**config.mk**
```make
export PLATFORM = sky130hd
export DESIGN_NAME = tri_remote_decoder
export DESIGN_NICKNAME = d
export VERILOG_FILES = /design/src/rtl/trd_pkg.sv /design/src/rtl/trd_ctrl.sv /design/src/rtl/trd_datapath.sv /design/src/rtl/tri_remote_decoder.sv
export SDC_FILE = /design/constraint.sdc
export NUM_CORES = 1
export LEC_CHECK = 0
export ABC_AREA = 0
export BUFFER_PORTS_ARGS = -buffer_cell sky130_fd_sc_hd__buf_2
export CORE_UTILIZATION = 45
export CTS_CLUSTER_SIZE = 25
export DETAILED_ROUTE_END_ITERATION = 8
export PLACE_DENSITY = 0.62
export SYNTH_ARGS = -nofsm -noshare
export SYNTH_HDL_FRONTEND = slang
export SYNTH_SLANG_ARGS = --single-unit
```
**constraint.sdc**
```tcl
create_clock -name clk -period 7.37 [get_ports clk]
set_clock_uncertainty 0.15 [all_clocks]
set_input_delay 0.3685 -clock clk [delete_from_list [all_inputs] [get_ports clk]]
set_output_delay 0.3685 -clock clk [all_outputs]
set_load 0.005 [all_outputs]
```
**src/rtl/trd_pkg.sv**
```systemverilog
package trd_pkg;
  typedef enum logic [1:0] {
    SYM_ZERO = 2'b00,
    SYM_OPEN = 2'b01,
    SYM_ONE  = 2'b10,
    SYM_BAD  = 2'b11
  } sym_e;

  typedef enum logic {ST_HUNT, ST_RECV} rx_state_e;

  typedef struct packed {
    logic       wordStart;
    logic       symDone;
    logic       lastSym;
    logic       syncErr;
    logic [1:0] tail;
  } rx_strobe_t;

  function automatic sym_e localCode(input logic pin, input logic [1:0] mode);
    case (mode)
      2'b01:   return pin ? SYM_ONE  : SYM_OPEN;
      2'b10:   return pin ? SYM_OPEN : SYM_ZERO;
      default: return pin ? SYM_ONE  : SYM_ZERO;
    endcase
  endfunction
endpackage

```
**src/rtl/trd_ctrl.sv**
```systemverilog
module trd_ctrl
  import trd_pkg::*;
#(
  parameter int SYNC_LEN = 4,
  parameter int NUM_SYM  = 18,
  localparam int IW = $clog2(NUM_SYM),
  localparam int RW = $clog2(SYNC_LEN + 1)
) (
  input  logic          clk,
  input  logic          rst,
  input  logic          rxLine,
  output rx_strobe_t    strb,
  output logic [IW-1:0] symIdx
);
  rx_state_e     state;
  logic [RW-1:0] lowRun;
  logic [1:0]    chipIdx;
  logic          midChip;

  always_comb begin
    strb = '0;
    strb.tail = {midChip, rxLine};
    strb.lastSym = (symIdx == IW'(NUM_SYM - 1));
    if (state == ST_HUNT) begin
      if (rxLine) begin
        if (lowRun >= RW'(SYNC_LEN)) strb.wordStart = 1'b1;
        else                         strb.syncErr   = 1'b1;
      end
    end else begin
      if (chipIdx == 2'd0 && !rxLine) strb.syncErr = 1'b1;
      if (chipIdx == 2'd2)            strb.symDone = 1'b1;
    end
  end

  always_ff @(posedge clk) begin
    if (rst) begin
      state   <= ST_HUNT;
      lowRun  <= '0;
      chipIdx <= '0;
      symIdx  <= '0;
      midChip <= 1'b0;
    end else if (state == ST_HUNT) begin
      if (!rxLine) begin
        if (lowRun != RW'(SYNC_LEN)) lowRun <= lowRun + 1'b1;
      end else begin
        lowRun <= '0;
        if (strb.wordStart) begin
          state   <= ST_RECV;
          symIdx  <= '0;
          chipIdx <= 2'd1;
        end
      end
    end else begin
      case (chipIdx)
        2'd0: begin
          if (!rxLine) begin
            state  <= ST_HUNT;
            lowRun <= RW'(1);
          end else chipIdx <= 2'd1;
        end
        2'd1: begin
          midChip <= rxLine;
          chipIdx <= 2'd2;
        end
        default: begin
          chipIdx <= 2'd0;
          if (strb.lastSym) begin
            state  <= ST_HUNT;
            lowRun <= '0;
          end else symIdx <= symIdx + 1'b1;
        end
      endcase
    end
  end

  p_recv_bounds_r1: assert property (@(posedge clk) disable iff (rst)
    (state == ST_RECV) |-> (chipIdx != 2'd3 && symIdx < IW'(NUM_SYM)));

  p_start_enters_recv_r2: assert property (@(posedge clk) disable iff (rst)
    strb.wordStart |=> (state == ST_RECV && chipIdx == 2'd1 && symIdx == '0));
endmodule

```
**src/rtl/trd_datapath.sv**
```systemverilog
module trd_datapath
  import trd_pkg::*;
#(
  parameter int ADDR_BITS = 10,
  parameter int DATA_BITS = 8,
  parameter int TIMEOUT   = 116,
  localparam int NUM_SYM = ADDR_BITS + DATA_BITS,
  localparam int IW      = $clog2(NUM_SYM),
  localparam int TW      = $clog2(TIMEOUT)
) (
  input  logic                 clk,
  input  logic                 rst,
  input  rx_strobe_t           strb,
  input  logic [IW-1:0]        symIdx,
  input  logic [ADDR_BITS-1:0] addrPins,
  input  logic                 dataMode,
  input  logic [1:0]           addrMode,
  output logic [DATA_BITS-1:0] dataOut,
  output logic                 vt
);
  logic [2*NUM_SYM-1:0] expectVec;
  logic                 wordOk;
  logic [NUM_SYM-1:0]   wordBits, nextBits;
  logic [1:0]           matchCnt;
  logic [DATA_BITS-1:0] prevData, newData;
  logic [TW-1:0]        idleCnt;
  sym_e                 sym, expected;
  logic                 symOk, nextOk, sameAsPrev, latchNow;

  for (genvar i = 0; i < NUM_SYM; i++) begin : g_expect
    if (i < ADDR_BITS) begin : g_addr
      assign expectVec[2*i +: 2] = localCode(addrPins[i], addrMode);
    end else begin : g_data
      assign expectVec[2*i +: 2] = SYM_BAD;
    end
  end

  always_comb begin
    sym      = sym_e'(strb.tail);
    expected = sym_e'(expectVec[2*symIdx +: 2]);
    if (symIdx < IW'(ADDR_BITS)) symOk = (sym == expected);
    else if (dataMode)           symOk = (sym == SYM_ONE) || (sym == SYM_ZERO);
    else                         symOk = (sym == SYM_ONE) || (sym == SYM_OPEN);
    nextOk           = wordOk && symOk;
    nextBits         = wordBits;
    nextBits[symIdx] = (sym == SYM_ONE);
    newData          = nextBits[NUM_SYM-1 -: DATA_BITS];
    sameAsPrev       = (matchCnt != 2'd0) && (newData == prevData);
    latchNow         = strb.symDone && strb.lastSym && nextOk && sameAsPrev;
  end

  always_ff @(posedge clk) begin
    if (rst) begin
      wordOk   <= 1'b0;
      wordBits <= '0;
      matchCnt <= '0;
      prevData <= '0;
    end else begin
      if (strb.syncErr) begin
        wordOk   <= 1'b0;
        matchCnt <= '0;
      end
      if (strb.wordStart) wordOk <= 1'b1;
      if (strb.symDone) begin
        wordOk   <= nextOk;
        wordBits <= nextBits;
        if (strb.lastSym) begin
          if (nextOk) begin
            matchCnt <= sameAsPrev ? 2'd2 : 2'd1;
            prevData <= newData;
          end else matchCnt <= '0;
        end
      end
    end
  end

  always_ff @(posedge clk) begin
    if (rst) begin
      dataOut <= '0;
      vt      <= 1'b0;
      idleCnt <= '0;
    end else if (latchNow) begin
      dataOut <= newData;
      vt      <= 1'b1;
      idleCnt <= '0;
    end else if (vt) begin
      if (idleCnt == TW'(TIMEOUT - 1)) vt <= 1'b0;
      else                             idleCnt <= idleCnt + 1'b1;
    end
  end

  p_cnt_range_r5: assert property (@(posedge clk) disable iff (rst)
    matchCnt <= 2'd2);

  p_rise_at_word_end_r5: assert property (@(posedge clk) disable iff (rst)
    $rose(vt) |-> $past(strb.symDone && strb.lastSym));

  p_data_hold_r8: assert property (@(posedge clk) disable iff (rst)
    !$stable(dataOut) |-> vt);

  p_sync_err_clears_r2: assert property (@(posedge clk) disable iff (rst)
    strb.syncErr |=> (matchCnt == 2'd0));
endmodule

```
**src/rtl/tri_remote_decoder.sv**
```systemverilog
module tri_remote_decoder
  import trd_pkg::*;
#(
  parameter int SYNC_LEN      = 4,
  parameter int ADDR_BITS     = 10,
  parameter int DATA_BITS     = 8,
  parameter int TIMEOUT_WORDS = 2,
  localparam int NUM_SYM    = ADDR_BITS + DATA_BITS,
  localparam int WORD_CHIPS = SYNC_LEN + 3 * NUM_SYM,
  localparam int TIMEOUT    = TIMEOUT_WORDS * WORD_CHIPS,
  localparam int IW         = $clog2(NUM_SYM)
) (
  input  logic                 clk,
  input  logic                 rst,
  input  logic                 rxLine,
  input  logic [ADDR_BITS-1:0] addrPins,
  input  logic                 dataMode,
  input  logic                 addrModeHi,
  input  logic                 addrModeLo,
  output logic [DATA_BITS-1:0] dataOut,
  output logic                 vtOut
);
  rx_strobe_t    strb;
  logic [IW-1:0] symIdx;

  trd_ctrl #(.SYNC_LEN(SYNC_LEN), .NUM_SYM(NUM_SYM)) u_ctrl (
    .clk(clk), .rst(rst), .rxLine(rxLine), .strb(strb), .symIdx(symIdx)
  );

  trd_datapath #(.ADDR_BITS(ADDR_BITS), .DATA_BITS(DATA_BITS), .TIMEOUT(TIMEOUT)) u_dp (
    .clk(clk), .rst(rst), .strb(strb), .symIdx(symIdx), .addrPins(addrPins),
    .dataMode(dataMode), .addrMode({addrModeHi, addrModeLo}),
    .dataOut(dataOut), .vt(vtOut)
  );
endmodule

```
Word level (Yosys, flattened, before mapping). Cells that the tools add are included.

Memories: 0. Bits in read-only memories: 0. Register bits after elaboration: 57. Bits in latches: 0. Logic and storage cells: 150. Bits in writable memories: 0.

Equal/unequal tests: 17. Bitwise gates (word level): 1. Order comparisons: 4. Muxes and demuxes: 87. Add/sub/neg operators: 3. Divide/modulo/power cells: 0. $mul: 0. Reduce and logical (&&, ||, !) cells: 25. Shifts and indexed selects: 1.

Operator list (number): $mux W2 (29); $pmux W2 S2 (11); $shiftx A36 B7 Y2 (1); $mux W1 (33); $mux W5 (5); $bwmux W18 (1); $mux W3 (5); $eq A8 B8 Y1 (1); $ne A2 B2 Y1 const B (4); $reduce_and A4 Y1 (2); $add A7 B1 Y7 const B (1); $eq A7 B7 Y1 const B (1); $logic_and A1 B1 Y1 (7); $eq A2 B1 Y1 const B (3); $eq A2 B2 Y1 const B (3); $lt A5 B6 Y1 const B (1); $ne A3 B3 Y1 const B (2); $pmux W3 S2 (1); $reduce_and A3 Y1 (2); $reduce_bool A2 Y1 (3); $reduce_bool A3 Y1 (2); $add A5 B1 Y5 const B (1); $demux W1 S5 (1); $eq A5 B5 Y1 const B (1); other kinds (13) (17).

Longest topological paths before layout. Gate-level depths: netlist of run 1.

Depth in word-level cells: 11. Gate-level depth with buffers: 12.

Hierarchy. From an unflattened synthesis of run 1, not the netlist that was laid out.

Cells, all modules: 306. Area total of the unflattened synthesis: 2711.4 um2.

Modules (own cells, without submodules): trd_datapath (instances 1, sequential area each 700.7 um2, cells an instance 223, area an instance 1986.9 um2); trd_ctrl (instances 1, sequential area each 240.2 um2, cells an instance 83, area an instance 724.4 um2).

Least setup slack after synthesis of run 1. No wires, ideal clock.

Kind: register to register. Start: register u_ctrl.symIdx[0]. End: register u_dp.idleCnt[2]. Stages on the path, launching flop included: 13. Data required time: 7.105 ns. Period minus slack after synthesis: 2.558 ns. Path slack: 4.812 ns. Buffers on the path: 2. Library setup time: 0.115 ns. Data arrival time: 2.293 ns. Cells stage by stage: dfxtp_1 > buf_2 > inv_1 > ha_1 > nor4bb_1 > mux2i_1 > xnor2_1 > nor3_2 > o2111ai_2 > nor2_4 > or2_1 > buf_4 > nor2_1.

Word-level cells in the longest chain between the ends: 9.

Ends and longest elaborated chain: start: declaration (line trd_ctrl.sv:13) `output logic [IW-1:0] symIdx`; start signal: assignment (line trd_ctrl.sv:70) `end else symIdx <= symIdx + 1'b1;`; $lt A5 B6 Y1 (not written as such) or $ge A5 B1 Y1 (tied branches) (line trd_datapath.sv:46) `nextBits[symIdx] = (sym == SYM_ONE);`; $logic_and A1 B1 Y1 (not written as such) (line trd_datapath.sv:46); $mux W1 (not written as such) (line trd_datapath.sv:46); $demux W1 S5; $bwmux W18 (line trd_datapath.sv:46); $eq A8 B8 Y1 (line trd_datapath.sv:48) `sameAsPrev = (matchCnt != 2'd0) && (newData == prevData);`; $logic_and A1 B1 Y1 (line trd_datapath.sv:48); $logic_and A1 B1 Y1 * (line trd_datapath.sv:49) `latchNow = strb.symDone && strb.lastSym && nextOk && sameAsPrev;`; $reduce_or A2 Y1 (no source line) *; end signal: assignment (line trd_datapath.sv:88) `else idleCnt <= idleCnt + 1'b1;`; end: declaration (line trd_datapath.sv:26) `logic [TW-1:0] idleCnt;`.

Mark *: on every way between the ends. The rest lies on a longest branch, timed or not. A chain may end at the register's enable or synchronous reset.

Worst setup path after layout of run 1.
Start: register u_ctrl.symIdx[0]. End: register u_dp.idleCnt[6].

The elaborated chain is that of the path after synthesis.

==> impl_metrics.ini, run 1 <==
[clocking]
clk_latency_ps = 300
cts_resized = 0
clock_path_buffers = 2
cts_htree_levels = 2
clockRootBuffer = clkbuf_8
ctsHoldBuffers = 0
post_cts_buffers = 0
path_clk_slew_ps = 100
cts-buffers-inserted = 5
cts.sinks = 47
cts_tree = done

[logic_synthesis]
post_synth_fa_ha_maj_area_fraction_pct = 4.48
syn_inst = 279
ys_warn_count = 0
synth_xor_area_share_pct = 6.27
synth_commonest_cells = dfxtp_1 (47), nor2_1 (47), a211oi_1 (20), nand2_1 (15), a21oi_1 (13)
syn_area_um2 = 2510
synth_nets = 304
synth.distinct_cells = 53
synth.mux.area_fraction_pct = 7.91
synth_enable_flop_cells = 0
synth-compound-area-share_pct = 17.6
synth_top_family_by_area = simple AND/OR/NAND/NOR gates
synth_top_area_cell = dfxtp_1
ys_seq_area_share_pct = 37.4
synth-simple-area-share_pct = 20.9
synth-seq-cells = 47
synth_flop_cell = dfxtp_1
ys_top_cells_by_area = dfxtp_1 (37%), nor2_1 (7.0%), a211oi_1 (6.0%)
avgSynthCellArea_um2 = 9.01
async_reset_ff_share_pct = 0
synth.top_cell.area_share_pct = 37.4

[final_layout]
final_util_pct = 53.0
ff_latch_area_um2 = 941
antenna_cells = 0
drive_above_1_share_pct = 18.0
area_delta_synth_final_pct = 10.4
fin_cells = 365
nFillCells = 488
multi_input_area_um2 = 1440
final_nets = 319

[place]
hpwl_um = 3420
dp_cells = 357
port_buffers = 24
place.gp.congestion = 0.747

[power_and_ir_drop]
seq_power_share_pct = 50.2
p_sw_w = 0.000107
finalPower_w = 0.000508
combPwrFrac_pct = 4.0
switching_share_pct = 21.1
power.leakage_nw = 0.977
p_int_w = 0.000400
power_density_nw_per_um2 = 183
ir_drop_v = 0.000131
clockPowerShare_pct = 45.7

[worst_setup_path]
critPathMaxStageDelay_ps = 590
required_ps = 7420
worstSetupStartpointType = flip-flop
cp_top_family = simple AND/OR/NAND/NOR gates
r2r-end = u_dp.idleCnt[6]$_SDFFE_PP0P_
crit_type = flip-flop to flip-flop
r2r-start = u_ctrl.symIdx[0]$_SDFFE_PP0P_
path_buf_inv = 0
crit_path_end_kind = flip-flop
r2r_slack_ps = 4170
cpMaxStageDelayCell = dfxtp_1
cp.arrival_ps = 3250
reg2regPathDepth = 9
cp_max_fo = 19
path_cells = ha_1, and4bb_1, mux2i_2, xnor2_1, nor4_2, o2111ai_2, nor2_4, or2_1, nor2_1

[worst_hold_path]
worstHoldPathType = primary input to flip-flop
worstHoldStart = rxLine
holdPathStages = 3
whs_endpoint = u_ctrl.midChip$_SDFFE_PP0P_

[floorplanning]
die_w_um = 76.8
core_um2 = 5240
die-area_um2 = 5890
start_util_pct = 48.0
num_io_pins = 25
rows = 26
fp.dieH_um = 76.8

[routing]
drc = 0
wire_per_inst_um = 13.7
drt-vias-per-instance = 5.42
vias = 1977
drt_iter0_drc = 65
drt-pass1-iter-count = 4
routed_wl_um = 5000
detail-route-antenna-nets = 0

[global_route]
gr-usage-met3_pct = 3.45
overflow = 0
antenna_found_initial = 0
use_met2_pct = 27.7
grt_pass1_vias = 1801
grt_pass1_wl_um = 8630
grt_use_total_pct = 18.3
use_met1_pct = 25.3
grt_busiest_layer = met2
grt_max_degree = 40

[flow_run]
max-cap-violations = 0

[sta]
finalCritPeriodShare_pct = 43.5
final_hold_viol_count = 0
setup_viol = 0
relSlewSlack_pct = 27.4
period_needed_ps = 3200
maxSlewViolCount = 0
worst_hold_slack_ps = 275
fmaxAchievable_ghz = 0.312
rsz0062_at_grt = no
tightest_slew_ps = 1080
final.setup.tns_ps = 0

[outcome]
outcome = complete, no violations
==> state kept, by name (all words and copies together), names as in the netlist <==
signal          flops
u_ctrl.chipIdx      2
u_dp.idleCnt        7
u_dp.wordOk         1
u_dp.matchCnt       2
u_ctrl.state        1
u_ctrl.midChip      1
u_ctrl.symIdx       5
u_ctrl.lowRun       3
u_dp.dataOut        8
u_dp.wordBits       8
u_dp.prevData       8
u_dp.vt             1
==> worst reg2reg max path: stages, from the launching register on <==
cell and delay [ps]:
dfxtp_1 590, ha_1 280, and4bb_1 290, mux2i_2 350, xnor2_1 140, nor4_2 290, o2111ai_2 180, nor2_4 440
or2_1 310, nor2_1 90
==> power groups by stage <==
stage                     logic [W]  registers, W  clock network (W)
after floorplan           0.0000143      0.000261                  0
after global placement    0.0000203      0.000261                  0
after detailed placement  0.0000203      0.000261                  0
after CTS                 0.0000204      0.000255           0.000239
after global routing      0.0000229      0.000255           0.000249
final                     0.0000205      0.000255           0.000232
==> placed cells by master, fill, tap and decap left out, drive strengths merged, types with 2 or more instances in the layout <==
| cell type | instances |
|---|---|
| a211oi | 26 |
| a21oi | 14 |
| and4bb | 2 |
| buf | 25 |
| bufinv | 2 |
| clkbuf | 5 |
| dfxtp | 47 |
| ha | 9 |
| inv | 12 |
| mux2i | 15 |
| nand2 | 15 |
| nand2b | 2 |
| nand3 | 5 |
| nand3b | 2 |
| nand4 | 5 |
| nand4b | 4 |
| nor2 | 48 |
| nor2b | 5 |
| nor3 | 5 |
| nor4 | 2 |
| nor4bb | 2 |
| o2111ai | 3 |
| o21a | 2 |
| o21ai | 3 |
| or2 | 2 |
| xnor2 | 11 |
| xor2 | 7 |
==> how the worst max path moves through the flow <==
stage | start | end | slack (ps) | cells past startpoint
4_1_cts | u_ctrl.symIdx[0]$_SDFFE_PP0P_ | u_dp.idleCnt[6]$_SDFFE_PP0P_ | 4130 | 9
6_report | u_ctrl.symIdx[0]$_SDFFE_PP0P_ | u_dp.idleCnt[6]$_SDFFE_PP0P_ | 4170 | 9
3_5_place_dp | rxLine | u_dp.idleCnt[6]$_SDFFE_PP0P_ | 4150 | 9
2_1_floorplan | u_ctrl.symIdx[0]$_SDFFE_PP0P_ | u_dp.idleCnt[2]$_SDFFE_PP0P_ | 4810 | 12
5_1_grt | u_ctrl.symIdx[1]$_SDFFE_PP0P_ | u_dp.idleCnt[6]$_SDFFE_PP0P_ | 3860 | 10
3_3_place_gp | rxLine | u_dp.idleCnt[6]$_SDFFE_PP0P_ | 4210 | 9
==> cell type report <==
type	instances	area share (%)
Clock buffer	5	2.48
Clock inverter	3	2.57
Inverter	11	1.49
Multi-Input combinational cell	204	51.8
Sequential cell	47	33.9
Tap cell	70	3.15
Timing Repair Buffer	25	4.60
==> stage by stage <==
| stage | cell area, µm² | setup WS [ps] |
|---|---|---|
| floorplan | 2510 | 4810 |
| global placement | 2640 | 4210 |
| detailed placement | 2640 | 4150 |
| CTS | 2780 | 4130 |
| global route | 2780 | 3860 |
| finish | 2780 | 4170 |
==> per-layer routing <==
layer | vias up | routed length [µm]
met2 | 29 | 2150
met4 | 0 | 75
met3 | 4 | 136
met5 | - | 0
met1 | 921 | 2640
li1 | 1023 | -
==> cell families after synthesis <==
logic type / count (synthesis)
simple gates: 102
compound gates: 58
flops: 47
buf+inv: 28
xor+xnor: 18
mux: 17
fa+ha+maj: 9
Note: power is estimated with default switching activity, not from simulation.
==> inputs of run 2 (changes only) <==
--- a/config.mk
+++ b/config.mk
@@ -5,12 +5,12 @@
 export SDC_FILE = /design/constraint.sdc
 export NUM_CORES = 1
 export LEC_CHECK = 0
-export ABC_AREA = 0
+export ABC_AREA = 1
 export BUFFER_PORTS_ARGS = -buffer_cell sky130_fd_sc_hd__buf_2
 export CORE_UTILIZATION = 45
 export CTS_CLUSTER_SIZE = 25
 export DETAILED_ROUTE_END_ITERATION = 8
-export PLACE_DENSITY = 0.62
+export PLACE_DENSITY = 0.64
 export SYNTH_ARGS = -nofsm -noshare
 export SYNTH_HDL_FRONTEND = slang
 export SYNTH_SLANG_ARGS = --single-unit
==> constraint.sdc (replaced) <==
create_clock -name clk -period 2.7 [get_ports clk]
set_clock_uncertainty 0.15 [all_clocks]
set_input_delay 0.135 -clock clk [delete_from_list [all_inputs] [get_ports clk]]
set_output_delay 0.135 -clock clk [all_outputs]
set_load 0.005 [all_outputs]
==> run 2 against run 1 <==
Against the previous run: synthesized cell count grew 57%; area after synthesis grew 15%; wire length grew 37%; combinational power grew to 3.6 times the previous value; sequential share of layout area shrank 4.4 points; sequential cell count is the same; die area grew 15%; critical endpoint is now u_dp.dataOut[7]$_SDFFE_PP0P_.
==> impl_metrics.ini, run 2 <==
[floorplanning]
core_um2 = 6060
die_w_um = 82.3
num_io_pins = 25
fp.dieH_um = 82.3
start_util_pct = 47.8
rows = 28
die-area_um2 = 6770

[power_and_ir_drop]
power_density_nw_per_um2 = 402
ir_drop_v = 0.000356
seq_power_share_pct = 53.9
p_sw_w = 0.000293
p_int_w = 0.000996
clockPowerShare_pct = 40.4
power.leakage_nw = 1.54
switching_share_pct = 22.7
combPwrFrac_pct = 5.7

[clocking]
cts_htree_levels = 2
cts-buffers-inserted = 5
cts_resized = 0
cts.sinks = 47
ctsHoldBuffers = 0
clock_path_buffers = 2
clk_latency_ps = 300
cts_tree = done
clockRootBuffer = clkbuf_8
path_clk_slew_ps = 90
post_cts_buffers = 0

[sta]
fmaxAchievable_ghz = 0.400
finalCritPeriodShare_pct = 92.5
worst_hold_slack_ps = 47.3
final_hold_viol_count = 0
tightest_slew_ps = 588
period_needed_ps = 2500
relSlewSlack_pct = 60.7
setup_viol = 0
final.setup.tns_ps = 0
rsz0062_at_grt = no
maxSlewViolCount = 0
final_critical_path_setup_slack_ps = 203

[logic_synthesis]
synth_top_area_cell = dfxtp_1
syn_inst = 437
synth-compound-area-share_pct = 10.7
syn_area_um2 = 2900
avgSynthCellArea_um2 = 6.63
synth.top_cell.area_share_pct = 32.5
synth_commonest_cells = nand2_1 (114), inv_1 (61), dfxtp_1 (47), nand3_1 (38)
synth.mux.area_fraction_pct = 0
ys_warn_count = 0
synth_nets = 462
synth_enable_flop_cells = 0
synth_flop_cell = dfxtp_1
synth-simple-area-share_pct = 39.1
post_synth_fa_ha_maj_area_fraction_pct = 3.88
ys_top_cells_by_area = dfxtp_1 (32%), nand2_1 (15%), inv_1 (7.9%)
synth-seq-cells = 47
synth_most_common_cell = nand2_1
synth_top_family_by_area = simple AND/OR/NAND/NOR gates
synth.distinct_cells = 39
synth_xor_area_share_pct = 2.42
ys_seq_area_share_pct = 32.5
async_reset_ff_share_pct = 0

[routing]
met1_length_um = 3450
routed_wl_um = 6860
wire_per_inst_um = 12.7
drc = 0
drt-vias-per-instance = 5.14
wl_met3_um = 329
detail-route-antenna-nets = 0
drt_iter0_drc = 141
wl_met2_um = 3030
vias = 2773
highest_layer = met4
drt-pass1-iter-count = 4

[final_layout]
antenna_cells = 0
area_delta_synth_final_pct = 10.7
nFillCells = 612
multi_input_area_um2 = 1640
reg_top3 = u_dp.dataOut: 8 flops, u_dp.prevData: 8 flops, u_dp.wordBits: 8 flops
final_nets = 488
ff_latch_area_um2 = 945
fin_cells = 539
final_cell_mix = nand2_1 (114), inv_1 (61), dfxtp_1 (44)
drive_above_1_share_pct = 15.5
mostFrequentLayoutCell = nand2_1

[worst_setup_path]
reg2regPathDepth = 14
crit_path_end_kind = flip-flop
r2r-end = u_dp.dataOut[7]$_SDFFE_PP0P_
cp_max_fo = 8
crit_type = flip-flop to flip-flop
startpoint = u_ctrl.symIdx[1]$_SDFFE_PP0P_
r2r-start = u_ctrl.symIdx[1]$_SDFFE_PP0P_
required_ps = 2790
worstSetupStartpointType = flip-flop
r2r_slack_ps = 200
cp.arrival_ps = 2590

[place]
place.gp.congestion = 0.867
hpwl_um = 5080
dp_cells = 531
port_buffers = 24
dp_slack_ps = 162

[worst_hold_path]
worstHoldPathType = primary input to flip-flop
holdPathStages = 3
whs_endpoint = u_ctrl.midChip$_SDFFE_PP0P_
worstHoldStart = rxLine

[global_route]
grt_pass1_wl_um = 11300
antenna_found_initial = 0
overflow = 0
grt_pass1_vias = 2510
grt_max_degree = 25
grt_use_total_pct = 21.7

[flow_run]
max-cap-violations = 0

[outcome]
outcome = complete, no violations
[run 2: cell types whose count changed in the layout (fill, tap and decap cells not counted), moves of 6 or more]
cell	previous run	this run
a21oi_1	13	31
nand2_1	15	114
a211oi_2	6	0
nor2_1	47	31
xnor2_1	11	2
inv_1	10	61
a211oi_1	20	2
inv_2	1	7
nand4_1	5	20
o21ai_0	2	12
mux2i_1	11	0
nand3_1	5	37
[run 2: kinds of logic (layout without fill, tap and decap cells)]
logic type	Yosys count	count (layout)
AND/OR/NAND/NOR	240	240
flip-flops	47	47
adder cells (fa/ha/maj)	9	9
XOR/XNOR	8	8
buffers and inverters	79	106
AO/OA/AOI/OAI	54	54
[run 2: critical path: stages, from the launching register on]
cell     delay [ps]
dfxtp_2         420
inv_2            70
ha_1            290
nand4_1         260
nand2_1         110
nand3_1         120
nand2_1          60
inv_1            50
nand3_1          80
nor3_2          190
nand4_2         200
buf_4           240
nand2_1          60
nand2_1          40
nor2_1          100
[run 2: metal layers]
metal / track usage, % / up-vias
met5: 0 / -
met2: 35.0 / 48
met1: 30.6 / 1251
li1: - / 1469
met4: 4.39 / 0
met3: 3.30 / 5
[run 2: power by group through the flow]
| stage | clock (W) | sequential, W | combinational [W] |
|---|---|---|---|
| 3_3_place_gp | 0 | 0.000711 | 0.0000716 |
| 3_5_place_dp | 0 | 0.000711 | 0.0000729 |
| 2_1_floorplan | 0 | 0.000711 | 0.0000475 |
| 5_1_grt | 0.000563 | 0.000696 | 0.0000833 |
| 4_1_cts | 0.000536 | 0.000695 | 0.0000730 |
| 6_report | 0.000521 | 0.000695 | 0.0000728 |
[run 2: worst max-delay path by stage]
stage / slack, ps / cells past startpoint / end
after floorplan: 510 / 15 / u_dp.dataOut[7]$_SDFFE_PP0P_
after global placement: 190 / 14 / u_dp.dataOut[7]$_SDFFE_PP0P_
after detailed placement: 160 / 14 / u_dp.dataOut[7]$_SDFFE_PP0P_
after CTS: 140 / 14 / u_dp.dataOut[7]$_SDFFE_PP0P_
after global routing: 2 / 14 / u_dp.dataOut[7]$_SDFFE_PP0P_
final: 200 / 14 / u_dp.dataOut[7]$_SDFFE_PP0P_
[run 2: final cells by class]
| type | instances | area share, % |
|---|---|---|
| timing repair buffer | 30 | 5.15 |
| multi-input combinational | 311 | 51.0 |
| clock inverter | 3 | 1.37 |
| clock buffer | 5 | 2.15 |
| tap | 75 | 2.93 |
| inverter | 68 | 7.96 |
| sequential | 47 | 29.4 |
[run 2: per-stage QoR]
step           utilization [%]  area (µm²)  power [W]
6_report                  52.9        3210    0.00129
2_1_floorplan                -        2900   0.000759
4_1_cts                   52.7        3200    0.00130
3_3_place_gp              50.9        3080   0.000783
3_5_place_dp              50.9        3080   0.000784
5_1_grt                   52.9        3210    0.00134
==> inputs of run 3 (changes only) <==
--- a/config.mk
+++ b/config.mk
@@ -6,7 +6,7 @@
 export NUM_CORES = 1
 export LEC_CHECK = 0
 export ABC_AREA = 1
-export BUFFER_PORTS_ARGS = -buffer_cell sky130_fd_sc_hd__buf_2
+export BUFFER_PORTS_ARGS = -buffer_cell sky130_fd_sc_hd__clkbuf_2
 export CORE_UTILIZATION = 45
 export CTS_CLUSTER_SIZE = 25
 export DETAILED_ROUTE_END_ITERATION = 8
==> run 3 against run 2 <==
Against the previous run: first-iteration DRC count is 73% higher; final cell count is the same; die area did not move; global-route usage rose by 0.83 points; via count grew 1.5%; final area fell by 0.78%; largest cell class unchanged; sequential share of layout area grew 0.19 points.
==> impl_metrics.ini, run 3 (synthesized netlist as in run 2, its figures left out) <==
[sta]
final.setup.tns_ps = 0
rsz0062_at_grt = no
finalCritPeriodShare_pct = 91.8
relSlewSlack_pct = 63.9
final_critical_path_setup_slack_ps = 221
tightest_slew_ps = 541
period_needed_ps = 2480
maxSlewViolCount = 0
setup_viol = 0
fmaxAchievable_ghz = 0.403
final_hold_viol_count = 0

[floorplanning]
num_io_pins = 25
rows = 28
core_um2 = 6060
fp.dieH_um = 82.3
die-area_um2 = 6770
die_w_um = 82.3
start_util_pct = 47.8

[clocking]
cts_tree = done
clockRootBuffer = clkbuf_8
cts.sinks = 47
path_clk_slew_ps = 90
clk_latency_ps = 300
cts_resized = 0
clock_path_buffers = 2
ctsHoldBuffers = 0
cts-buffers-inserted = 5
post_cts_buffers = 0
cts_htree_levels = 2

[outcome]
outcome = complete, no violations

[worst_hold_path]
worstHoldStart = rxLine
worstHoldPathType = primary input to flip-flop
whs_endpoint = u_ctrl.midChip$_SDFFE_PP0P_
holdPathStages = 3

[worst_setup_path]
required_ps = 2790
path_buf_inv = 3
worstSetupStartpointType = flip-flop
crit_path_end_kind = flip-flop
path_cells = inv_2, ha_1, inv_1, nor2_2, nand2_2, nand2_2, or2_1, nand2_1, nand2_1, nor3_2, nand4_2, buf_4, nand2_1, nand2_1, nor2_1
cpMostUsedCell = nand2_1
r2r-start = u_ctrl.symIdx[0]$_SDFFE_PP0P_
cpMaxStageDelayCell = dfxtp_1
cp_top_family = simple AND/OR/NAND/NOR gates
reg2regPathDepth = 15
r2r_slack_ps = 220
cp.arrival_ps = 2570
r2r-end = u_dp.dataOut[7]$_SDFFE_PP0P_
cp_max_fo = 8
crit_type = flip-flop to flip-flop
critPathMaxStageDelay_ps = 440

[flow_run]
max-cap-violations = 0

[power_and_ir_drop]
clockPowerShare_pct = 35.9
power.leakage_nw = 1.52
seq_power_share_pct = 58.0
ir_drop_v = 0.000231
switching_share_pct = 24.8
p_sw_w = 0.000298
power_density_nw_per_um2 = 376
combPwrFrac_pct = 6.0
p_int_w = 0.000900

[routing]
drt_iter0_drc = 244
met1_length_um = 3400
drc = 0
wl_met3_um = 267
wire_per_inst_um = 12.6
detail-route-antenna-nets = 0
drt-vias-per-instance = 5.22
highest_layer = met4
drt-pass1-iter-count = 5
vias = 2815
wl_met2_um = 3060
routed_wl_um = 6770

[place]
dp_slack_ps = 198
hpwl_um = 5140
placed_cell_area_um2 = 3080
port_buffers = 24
place.gp.congestion = 0.857

[global_route]
antenna_found_initial = 0
grt_use_total_pct = 22.6
overflow = 0
grt_pass1_vias = 2511
grt_max_degree = 25
grt_pass1_wl_um = 11900

[final_layout]
reg_top3 = u_dp.dataOut: 8 flops, u_dp.prevData: 8 flops, u_dp.wordBits: 8 flops
area_delta_synth_final_pct = 9.80
drive_above_1_share_pct = 15.3
final_cell_mix = nand2_1 (114), inv_1 (61), dfxtp_1 (45)
final_area_um2 = 3180
final_nets = 488
mostFrequentLayoutCell = nand2_1
nFillCells = 617
antenna_cells = 0
-- run 3: cell types whose count changed in the layout (fill, tap and decap cells not counted) --
| cell | previous run | this run |
|---|---|---|
| buf_2 | 24 | 0 |
| bufinv_16 | 1 | 0 |
| clkbuf_2 | 0 | 24 |
| clkinv_4 | 1 | 0 |
| clkinvlp_4 | 0 | 2 |
| dfxtp_1 | 44 | 45 |
| dfxtp_2 | 3 | 2 |
-- run 3: per-stage QoR --
step | total power (W) | std cells | hold WS (ps) | utilization, %
detailed placement | 0.000784 | 531 | 310 | 50.9
CTS | 0.00121 | 539 | 46.3 | 52.4
finish | 0.00120 | 539 | 42.0 | 52.5
floorplan | 0.000759 | 437 | 136 | -
global placement | 0.000783 | 531 | 308 | 50.9
global route | 0.00125 | 539 | 71.6 | 52.5
-- run 3: worst max-delay path by stage --
| stage | from | cells after the start | slack (ps) | to |
|---|---|---|---|---|
| 3_3_place_gp | u_ctrl.symIdx[1]$_SDFFE_PP0P_ | 14 | 190 | u_dp.dataOut[7]$_SDFFE_PP0P_ |
| 5_1_grt | u_ctrl.symIdx[2]$_SDFFE_PP0P_ | 17 | 50 | u_dp.dataOut[7]$_SDFFE_PP0P_ |
| 2_1_floorplan | u_ctrl.symIdx[0]$_SDFFE_PP0P_ | 15 | 510 | u_dp.dataOut[7]$_SDFFE_PP0P_ |
| 6_report | u_ctrl.symIdx[0]$_SDFFE_PP0P_ | 15 | 220 | u_dp.dataOut[7]$_SDFFE_PP0P_ |
| 3_5_place_dp | u_ctrl.symIdx[1]$_SDFFE_PP0P_ | 12 | 200 | u_dp.idleCnt[0]$_SDFFE_PP0P_ |
| 4_1_cts | u_ctrl.symIdx[1]$_SDFFE_PP0P_ | 14 | 160 | u_dp.dataOut[7]$_SDFFE_PP0P_ |
-- run 3: layout make-up --
cell class	instances	area (µm²)	share of cell area, %
clock buffer	5	68.8	2.16
tap	75	93.8	2.95
clock inverter	3	20.0	0.629
multi-input combinational	311	1640	51.4
inverter	68	255	8.02
timing repair buffer	30	165	5.19
sequential	47	943	29.6
-- run 3: worst min-delay path, stage by stage --
cell,delay (ps)
clkbuf_2,150
inv_2,100
a21oi_1,60
-- run 3: power groups by stage --
stage                     Sequential (W)  Combinational [W]  Clock (W)
after CTS                       0.000695          0.0000724   0.000439
after detailed placement        0.000712          0.0000723          0
after floorplan                 0.000711          0.0000475          0
after global routing            0.000696          0.0000837   0.000469
final                           0.000695          0.0000723   0.000430
after global placement          0.000711          0.0000714          0
-- run 3: routing by layer --
metal,global-route usage (%),up-vias
li1,-,1468
met3,3.41,4
met1,32.7,1277
met4,4.04,0
met2,35.4,66
met5,0,-
